`config.mk`:
```
export PLATFORM = sky130hd
export DESIGN_NAME = asid_tlb
export DESIGN_NICKNAME = d
export VERILOG_FILES = /design/src/rtl/tlb_pkg.sv /design/src/rtl/tlb_ctrl.sv /design/src/rtl/tlb_datapath.sv /design/src/rtl/asid_tlb.sv
export SDC_FILE = /design/constraint.sdc
export NUM_CORES = 2
export LEC_CHECK = 0
export BUFFER_PORTS_ARGS = -buffer_cell sky130_fd_sc_hd__buf_2
export CAP_MARGIN = 20
export CORE_MARGIN = 3
export CORE_UTILIZATION = 55
export DETAILED_ROUTE_END_ITERATION = 6
export GPL_ROUTABILITY_DRIVEN = 0
export PLACE_DENSITY = 0.79
export SYNTH_ARGS = -nofsm -noshare
export SYNTH_HDL_FRONTEND = slang
export SYNTH_SLANG_ARGS = --single-unit
```
`constraint.sdc`:
```
create_clock -name clk -period 4.1 [get_ports clk]
set_input_delay 1.025 -clock clk [delete_from_list [all_inputs] [get_ports clk]]
set_output_delay 1.025 -clock clk [all_outputs]
set_load 0.005 [all_outputs]
```
`src/rtl/tlb_pkg.sv`:
```
package tlb_pkg;

  // Invalidation operation encoding at the block edge
  localparam logic [1:0] INV_NONE  = 2'd0;
  localparam logic [1:0] INV_SLOT  = 2'd1;
  localparam logic [1:0] INV_TAG   = 2'd2;
  localparam logic [1:0] INV_FLUSH = 2'd3;

  // Strobes from control to datapath, valid for the current cycle
  typedef struct packed {
    logic lookupFire;
    logic lookupBypass;
    logic refillWe;
    logic clrSlot;
    logic clrTag;
    logic clrAll;
  } tlbStrobes_t;

endpackage

```
`src/rtl/tlb_ctrl.sv`:
```
module tlb_ctrl
  import tlb_pkg::*;
#(
  parameter int VA_W     = 32,
  parameter int ENTRIES  = 8,
  parameter int BYPASS_W = 3,
  localparam int IDX_W   = $clog2(ENTRIES)
) (
  input  logic               clk,
  input  logic               rstN,
  input  logic               mmuEnable,
  input  logic               lookupValid,
  input  logic [VA_W-1:0]    lookupVaddr,
  input  logic               refillValid,
  input  logic               invValid,
  input  logic [1:0]         invOp,
  input  logic [ENTRIES-1:0] validVec,
  input  logic [ENTRIES-1:0] refillHitVec,
  output tlbStrobes_t        strobes,
  output logic [IDX_W-1:0]   victimSlot
);

  logic [IDX_W-1:0] rrQ;
  logic [IDX_W-1:0] matchSlot;
  logic [IDX_W-1:0] freeSlot;
  logic             anyMatch;
  logic             anyFree;
  logic             inBypassWindow;

  assign inBypassWindow = &lookupVaddr[VA_W-1 -: BYPASS_W];

  always_comb begin
    strobes              = '0;
    strobes.lookupFire   = lookupValid;
    strobes.lookupBypass = !mmuEnable || inBypassWindow;
    strobes.refillWe     = refillValid;
    strobes.clrSlot      = invValid && (invOp == INV_SLOT);
    strobes.clrTag       = invValid && (invOp == INV_TAG);
    strobes.clrAll       = invValid && (invOp == INV_FLUSH);
  end

  // Lowest-index matching slot and lowest-index free slot
  always_comb begin
    matchSlot = '0;
    anyMatch  = 1'b0;
    freeSlot  = '0;
    anyFree   = 1'b0;
    for (int i = ENTRIES - 1; i >= 0; i--) begin
      if (refillHitVec[i]) begin
        matchSlot = IDX_W'(i);
        anyMatch  = 1'b1;
      end
      if (!validVec[i]) begin
        freeSlot = IDX_W'(i);
        anyFree  = 1'b1;
      end
    end
  end

  always_comb begin
    if (anyMatch)     victimSlot = matchSlot;
    else if (anyFree) victimSlot = freeSlot;
    else              victimSlot = rrQ;
  end

  always_ff @(posedge clk) begin
    if (!rstN) begin
      rrQ <= '0;
    end else if (refillValid && !anyMatch && !anyFree) begin
      rrQ <= (rrQ == IDX_W'(ENTRIES - 1)) ? '0 : rrQ + 1'b1;
    end
  end

endmodule

```
`src/rtl/tlb_datapath.sv`:
```
module tlb_datapath
  import tlb_pkg::*;
#(
  parameter int VA_W     = 32,
  parameter int PAGE_W   = 8,
  parameter int ASID_W   = 8,
  parameter int ENTRIES  = 8,
  localparam int VPN_W   = VA_W - PAGE_W,
  localparam int IDX_W   = $clog2(ENTRIES)
) (
  input  logic               clk,
  input  logic               rstN,
  input  tlbStrobes_t        strobes,
  input  logic [IDX_W-1:0]   victimSlot,
  input  logic [ASID_W-1:0]  curPid,
  input  logic [VA_W-1:0]    lookupVaddr,
  input  logic [VPN_W-1:0]   refillVpn,
  input  logic [ASID_W-1:0]  refillAsid,
  input  logic [VPN_W-1:0]   refillPpn,
  input  logic [IDX_W-1:0]   invIndex,
  input  logic [ASID_W-1:0]  invAsid,
  output logic [ENTRIES-1:0] validVec,
  output logic [ENTRIES-1:0] refillHitVec,
  output logic               respValid,
  output logic               respHit,
  output logic [VA_W-1:0]    respPaddr,
  output logic               walkReq,
  output logic [VPN_W-1:0]   walkVpn
);

  logic [VPN_W-1:0]   lookupVpn;
  logic [ENTRIES-1:0] lookupHitVec;
  logic [VPN_W-1:0]   entryPpn [ENTRIES];
  logic [VPN_W-1:0]   readPpn;
  logic               anyHit;

  assign lookupVpn = lookupVaddr[VA_W-1:PAGE_W];

  for (genvar g = 0; g < ENTRIES; g++) begin : gEntry
    logic              validQ;
    logic [VPN_W-1:0]  vpnQ;
    logic [ASID_W-1:0] asidQ;
    logic [VPN_W-1:0]  ppnQ;
    logic              clearHere;
    logic              writeHere;

    assign clearHere = strobes.clrAll
                    || (strobes.clrTag  && (asidQ == invAsid))
                    || (strobes.clrSlot && (invIndex == IDX_W'(g)));
    assign writeHere = strobes.refillWe && (victimSlot == IDX_W'(g));

    always_ff @(posedge clk) begin
      if (!rstN) begin
        validQ <= 1'b0;
        vpnQ   <= '0;
        asidQ  <= '0;
        ppnQ   <= '0;
      end else begin
        if (clearHere) validQ <= 1'b0;
        if (writeHere) begin
          validQ <= 1'b1;
          vpnQ   <= refillVpn;
          asidQ  <= refillAsid;
          ppnQ   <= refillPpn;
        end
      end
    end

    assign validVec[g]     = validQ;
    assign entryPpn[g]     = ppnQ;
    assign lookupHitVec[g] = validQ && (vpnQ == lookupVpn) && (asidQ == curPid);
    assign refillHitVec[g] = validQ && (vpnQ == refillVpn) && (asidQ == refillAsid);
  end

  // Entries are unique per (page, tag), so at most one hit: OR-select
  always_comb begin
    readPpn = '0;
    for (int i = 0; i < ENTRIES; i++) begin
      if (lookupHitVec[i]) readPpn = readPpn | entryPpn[i];
    end
  end

  assign anyHit = |lookupHitVec;

  always_ff @(posedge clk) begin
    if (!rstN) begin
      respValid <= 1'b0;
      respHit   <= 1'b0;
      respPaddr <= '0;
      walkReq   <= 1'b0;
      walkVpn   <= '0;
    end else begin
      respValid <= strobes.lookupFire;
      walkReq   <= 1'b0;
      respHit   <= 1'b0;
      if (strobes.lookupFire) begin
        if (strobes.lookupBypass) begin
          respHit   <= 1'b1;
          respPaddr <= lookupVaddr;
        end else if (anyHit) begin
          respHit   <= 1'b1;
          respPaddr <= {readPpn, lookupVaddr[PAGE_W-1:0]};
        end else begin
          respPaddr <= '0;
          walkReq   <= 1'b1;
          walkVpn   <= lookupVpn;
        end
      end
    end
  end

endmodule

```
`src/rtl/asid_tlb.sv`:
```
module asid_tlb
  import tlb_pkg::*;
#(
  parameter int VA_W     = 32,
  parameter int PAGE_W   = 8,
  parameter int ASID_W   = 8,
  parameter int ENTRIES  = 8,
  parameter int BYPASS_W = 3,
  localparam int VPN_W   = VA_W - PAGE_W,
  localparam int IDX_W   = $clog2(ENTRIES)
) (
  input  logic              clk,
  input  logic              rstN,
  input  logic              mmuEnable,
  input  logic [ASID_W-1:0] curPid,
  input  logic              lookupValid,
  input  logic [VA_W-1:0]   lookupVaddr,
  input  logic              refillValid,
  input  logic [VPN_W-1:0]  refillVpn,
  input  logic [ASID_W-1:0] refillAsid,
  input  logic [VPN_W-1:0]  refillPpn,
  input  logic              invValid,
  input  logic [1:0]        invOp,
  input  logic [IDX_W-1:0]  invIndex,
  input  logic [ASID_W-1:0] invAsid,
  output logic              respValid,
  output logic              respHit,
  output logic [VA_W-1:0]   respPaddr,
  output logic              walkReq,
  output logic [VPN_W-1:0]  walkVpn
);

  tlbStrobes_t        strobes;
  logic [IDX_W-1:0]   victimSlot;
  logic [ENTRIES-1:0] validVec;
  logic [ENTRIES-1:0] refillHitVec;

  tlb_ctrl #(
    .VA_W(VA_W), .ENTRIES(ENTRIES), .BYPASS_W(BYPASS_W)
  ) uCtrl (
    .clk(clk), .rstN(rstN), .mmuEnable(mmuEnable),
    .lookupValid(lookupValid), .lookupVaddr(lookupVaddr),
    .refillValid(refillValid), .invValid(invValid), .invOp(invOp),
    .validVec(validVec), .refillHitVec(refillHitVec),
    .strobes(strobes), .victimSlot(victimSlot)
  );

  tlb_datapath #(
    .VA_W(VA_W), .PAGE_W(PAGE_W), .ASID_W(ASID_W), .ENTRIES(ENTRIES)
  ) uData (
    .clk(clk), .rstN(rstN), .strobes(strobes), .victimSlot(victimSlot),
    .curPid(curPid), .lookupVaddr(lookupVaddr),
    .refillVpn(refillVpn), .refillAsid(refillAsid), .refillPpn(refillPpn),
    .invIndex(invIndex), .invAsid(invAsid),
    .validVec(validVec), .refillHitVec(refillHitVec),
    .respValid(respValid), .respHit(respHit), .respPaddr(respPaddr),
    .walkReq(walkReq), .walkVpn(walkVpn)
  );

endmodule

```
Word level (Yosys, flattened, before mapping). Index checks and enable logic that the tools add are counted. W data, S select, Z words.

Input bits: 115. Flip-flop bits (word level): 518. Output and inout bits: 59. Word-level logic and storage cells: 268.

Muxes and demuxes: 64. Reductions and logical operators: 96. Bitwise gates (word level): 11. Add/subtract/negate cells: 1. Eq/ne operators: 58.

Operators by type and width (count): $eq A24 B24 Y1 (16); $eq A8 B8 Y1 (24); $mux W24 (8); $or A24 B24 Y24 (7); $mux W32 (2); $logic_and A1 B1 Y1 (61); $mux W3 (19); $mux W1 (35); $eq A3 B3 Y1 const B (9); $logic_or A1 B1 Y1 (17); $reduce_bool A2 Y1 (8); $eq A3 B2 Y1 const B (4); $reduce_or A8 Y1 (1); $eq A3 B1 Y1 const B (2); $logic_not A3 Y1 (2); $reduce_and A3 Y1 (2); $eq A2 B2 Y1 const B (2); $not A1 Y1 (4); $add A3 B1 Y3 const B (1); $logic_not A1 Y1 (3); $reduce_or A3 Y1 (1); $eq A2 B1 Y1 const B (1); $reduce_and A2 Y1 (1).

Logic depth before layout (Yosys ltp).
Word-level depth: 20. Depth in mapped cells: 13. Gate-level depth less buffers: 9.

By module. From an unflattened synthesis, not the netlist that was laid out.

Cell total of the unflattened synthesis: 3397. Area total of the unflattened synthesis: 26548.0 um2.

Modules (own cells, without submodules): tlb_datapath (area each 26150.1 um2, cells an instance 3345, times used 1); tlb_ctrl (area each 397.9 um2, cells an instance 52, times used 1).

Worst setup path after synthesis. OpenSTA, ideal clock, no wires.

Path kind: in2reg. Start: in refillVpn[0]. End: reg uData.gEntry[5].asidQ[1]. Required time: 3.974 ns. Stages: 13. Setup time: 0.126 ns. Path buffers: 4. Arrival: 3.522 ns. Path slack: 0.452 ns. Path through: buf_2 > xor2_1 > nor4_1 > nand4_1 > or3_1 > o21a_1 > o221ai_2 > a21oi_2 > or4_1 > clkbuf_1 > buf_6 > buf_6 > mux2i_1.

Longest elaborated chain between the ends: 14. Elaborated cells between the ends (all ways): 43. Those cells by class: eq/ne (9); mux (17); reduce/logical (17).

RTL lines: start, declared (line asid_tlb.sv:19) `input logic [VPN_W-1:0] refillVpn,`; $eq A24 B24 Y1 (line tlb_datapath.sv:72) `assign refillHitVec[g] = validQ && (vpnQ == refillVpn) && (asidQ == refillAsid);`; $logic_and A1 B1 Y1 (2 in a row) (line tlb_datapath.sv:72); $mux W3 / $mux W1 (equally long branches) (8 in a row) (line tlb_ctrl.sv:49) `if (refillHitVec[i]) begin`; $mux W3 * (line tlb_ctrl.sv:61) `if (anyMatch) victimSlot = matchSlot;`; $eq A3 B3 Y1 * (line tlb_datapath.sv:50) `assign writeHere = strobes.refillWe && (victimSlot == IDX_W'(g));`; $logic_and A1 B1 Y1 * (line tlb_datapath.sv:50); end signal, assigned (line tlb_datapath.sv:63) `asidQ <= refillAsid;`; end, declared (line tlb_datapath.sv:42) `logic [ASID_W-1:0] asidQ;`.

Every way passes the cells marked *; elsewhere a longest branch is shown, timed or not. A chain may end at the register's enable or synchronous reset.

Final worst setup path.
Start: in refillAsid[0]. End: reg uData.gEntry[3].vpnQ[20].

Longest elaborated chain between the ends: 13. Elaborated cells between the ends (all ways): 35. Those cells by class: eq/ne (9); mux (17); reduce/logical (9).

RTL lines: start, declared (line asid_tlb.sv:20) `input logic [ASID_W-1:0] refillAsid,`; $eq A8 B8 Y1 (line tlb_datapath.sv:72); $logic_and A1 B1 Y1 (line tlb_datapath.sv:72); $mux W3 / $mux W1 (equally long branches) (8 in a row) (line tlb_ctrl.sv:49); $mux W3 * (line tlb_ctrl.sv:61); $eq A3 B2 Y1 * (line tlb_datapath.sv:50); $logic_and A1 B1 Y1 * (line tlb_datapath.sv:50); end signal, assigned (line tlb_datapath.sv:62) `vpnQ <= refillVpn;`; end, declared (line tlb_datapath.sv:41) `logic [VPN_W-1:0] vpnQ;`.

Marked as above.

==> impl_metrics.tcl <==
set metrics [dict create \
    stdcell_area_mm2 0.0311 \
    ir_drop_uv 345 \
    syn_inst 2865 \
    dieArea_mm2 0.0506 \
    setup_ws_ps -206 \
    syn_to_final_growth_pct 17.7 \
    wirelength_mm 107 \
    synth_ff_type "dfxtp_1" \
    setup_tns_ps -31110 \
    ant_nets 0 \
    synth_compound_area_share_pct 5.90 \
    regArea_mm2 0.0104 \
    status "finished with violations" \
    grtUsageTotal_pct 41.0 \
    multi_input_area_mm2 0.0151 \
    synth_area_per_cell_um2 9.21 \
    cts_tree "done" \
    io_pins 174 \
    startpoint "refillAsid[0]" \
    drt_first_pass_iters 7 \
    grt_pass1_wl_mm 154 \
    synth_nets 2982 \
    finalHoldViolCount 0 \
    drv_slew 0 \
    instances_no_fill 3747 \
    place_area_mm2 0.0291 \
    routed_via_density 6.65 \
    fp-row-count 79 \
    placed_cells 3634 \
    synth_top_area_share_pct 39.3 \
    clock-root-buffer "clkbuf_16" \
    cts_max_level 2 \
    cts_buffer_depth 3 \
    grt_pass1_vias 24000 \
    setup_viol 354 \
    ff2ff_path_depth 12 \
    fillerInstances 3467 \
    synth_seq_cells 518 \
    yosysWarnings 0 \
    arrival_ps 4820 \
    regToRegStartpoint "uData.gEntry[3].asidQ[2]$_SDFFE_PN0P_" \
    grt_overflow 0 \
    synth-seq-area-share_pct 39.3 \
    cap_violations 0 \
    power_density_mw_per_mm2 380 \
    hpwl_mm 72.6 \
    wire_per_inst_um 28.4 \
    grt_max_degree 95 \
    async_reset_ff_share_pct 0 \
    endpoint_kind "register" \
    synth_top_family_by_area "XOR/XNOR gates" \
    hp-class "register to register" \
    synth-edff-count 0 \
    finalCritPeriodShare_pct 105 \
    syn_area_mm2 0.0264 \
    drt-initial-drc-count 4483 \
    skew_ps 65.6 \
    synth.distinct_cells 49 \
    numCtsBuffers 54 \
    r2r-end "uData.gEntry[3].vpnQ[20]$_SDFFE_PN0P_" \
    yosys.area.top_type "dfxtp_1" \
    min_period_ps 4310 \
    start_kind "input pin" \
    hold_depth 2 \
    fmax_mhz 232 \
    initial_core_util_pct 56.2 \
    path_class "input pin to register" \
    clk_pin_slew_ps 60 \
    endpoint "uData.gEntry[3].vpnQ[20]$_SDFFE_PN0P_" \
    power_leakage_nw 13.8 \
    cp_data_required_time_ps 4620 \
    vias 24900 \
    synth-adder-area-share_pct 0.0948 \
    timing.slew.headroom_pct 16.3 \
    violations "design-rule violations, negative setup slack" \
    yosys.area_share.simple_pct 14.7 \
    drive_gt1_share_pct 16.0 \
    crit_fanout 16 \
    synthMuxAreaShare_pct 17.1 \
    post_cts_hold_buffer_count 0 \
    core-area_mm2 0.0470 \
    port_buffers 173 \
    rrSetupSlack_ps 40 \
    tightest_slew_ps 1250 \
    die_h_um 225 \
    antenna_found_initial 19 \
    worstSkewPairLatency_ps 660 \
    post-route-drc-count 519 \
    synth_xor_xnor_area_share_pct 18.9 \
    fin_nets 3204 \
    synth_area_leaders "dfxtp_1, mux2i_1, xor2_1" \
    cts_sinks 518 \
    fp.dieW_um 225 \
    final_util_pct 66.2 \
]
power by group:
| group | internal, mW | switching [mW] |
|---|---|---|
| clock network | 2.92 | 2.26 |
| registers | 5.14 | 0.112 |
| logic | 0.483 | 0.893 |
| total | 8.54 | 3.27 |
metrics by stage:
step	hold slack [ps]	setup WS (ps)	power (mW)
2_1_floorplan	434	452	6.07
3_3_place_gp	440	-186	6.58
3_5_place_dp	444	-273	6.61
4_1_cts	452	219	11.7
5_1_grt	476	-2.44	12.0
6_report	453	-206	11.8
logic make-up (layout without fill, tap and decap cells):
kind of cell | count (synthesis) | after routing
other | 0 | 7
DFF | 518 | 518
buffers and inverters | 230 | 498
muxes | 450 | 450
AOI/OAI and AO/OA | 215 | 215
xor gates and xnor gates | 571 | 571
and+or+nand+nor | 879 | 879
adders and majority gates | 2 | 2
cell usage in the layout, fill, tap and decap left out, types with 11 or more instances in the layout:
master and count:
buf_4 176, nand3_1 44, xnor2_1 152, clkinv_2 11, a221oi_1 24, clkbuf_16 54, buf_12 36, mux2i_1 450
a22oi_1 49, xor2_1 415, a21oi_1 38, nor3_1 41, a22o_1 24, buf_2 173, nor4_1 100, a211oi_1 24
a31oi_1 28, nor2_1 38, nand2_1 571, dfxtp_1 518, clkbuf_1 13, nand4_1 50
cells in the mapped netlist, types with 2 or more instances:
| master | count |
|---|---|
| or2_1 | 2 |
| nand4_1 | 50 |
| mux2i_1 | 450 |
| o311ai_0 | 2 |
| nand3_1 | 45 |
| nor3_1 | 48 |
| a22o_1 | 24 |
| nor2_1 | 38 |
| xnor2_1 | 154 |
| o2111ai_1 | 4 |
| nand3b_1 | 2 |
| ha_1 | 2 |
| a221oi_1 | 24 |
| nor4_1 | 102 |
| buf_2 | 97 |
| clkbuf_1 | 102 |
| a21oi_1 | 38 |
| a22oi_1 | 49 |
| o211ai_1 | 3 |
| or4_1 | 4 |
| nor3b_1 | 2 |
| or3_1 | 6 |
| buf_1 | 4 |
| dfxtp_1 | 518 |
| xor2_1 | 417 |
| buf_4 | 13 |
| nand2_1 | 571 |
| inv_2 | 2 |
| o21a_1 | 5 |
| nor2b_1 | 2 |
| a211oi_1 | 24 |
| nand2b_1 | 3 |
| a31oi_1 | 29 |
| and3_1 | 2 |
| o21ai_0 | 4 |
| inv_1 | 7 |
| buf_6 | 4 |
critical path: stages:
cell and delay [ps]:
buf_2 200, buf_4 190, xor2_1 160, nor4_1 390
nand4_1 620, or3_1 630, buf_4 170, o221ai_2 220
a21oi_2 160, buf_4 170, nor3b_2 240, buf_4 200
buf_12 180, mux2i_1 200
flip-flops by register name, indices dropped and copies added (netlist names):
name	count
uData.gEntry.vpnQ	192
uData.gEntry.asidQ	64
uData.respValid	1
uData.walkVpn	24
uData.gEntry.ppnQ	192
uCtrl.rrQ	3
uData.gEntry.validQ	8
uData.respHit	1
uData.respPaddr	32
uData.walkReq	1
final cells by class:
| cell class | count | share of cell area, % |
|---|---|---|
| Multi-Input combinational cell | 2117 | 48.6 |
| Antenna cell | 7 | 0.0564 |
| Inverter | 10 | 0.121 |
| Timing Repair Buffer | 386 | 9.41 |
| Clock inverter | 28 | 1.20 |
| Clock buffer | 74 | 4.82 |
| Tap cell | 607 | 2.44 |
| Sequential cell | 518 | 33.4 |
per-layer routing:
metal  global-route usage (%)  routed length [µm]
met5                     2.75                 452
met4                     25.5                8910
met3                     21.8               17300
met2                     57.1               42600
met1                     49.3               37200
how the worst min path moves through the flow:
stage                                      endpoint                                 start  slack (ps)
2_1_floorplan  uData.gEntry[0].ppnQ[0]$_SDFFE_PN0P_  uData.gEntry[0].ppnQ[0]$_SDFFE_PN0P_         430
3_3_place_gp          uData.walkVpn[3]$_SDFFE_PN0P_         uData.walkVpn[3]$_SDFFE_PN0P_         440
3_5_place_dp         uData.walkVpn[15]$_SDFFE_PN0P_        uData.walkVpn[15]$_SDFFE_PN0P_         440
4_1_cts              uData.walkVpn[15]$_SDFFE_PN0P_        uData.walkVpn[15]$_SDFFE_PN0P_         450
5_1_grt        uData.gEntry[0].ppnQ[4]$_SDFFE_PN0P_  uData.gEntry[0].ppnQ[4]$_SDFFE_PN0P_         480
6_report             uData.walkVpn[15]$_SDFFE_PN0P_        uData.walkVpn[15]$_SDFFE_PN0P_         450
repair_timing:
action | CTS | global route
resized for setup | 0 | 7
setup endpoints to repair | 0 | 441
buffers inserted | 0 | 1
Note: power is estimated with default switching activity, not from simulation.
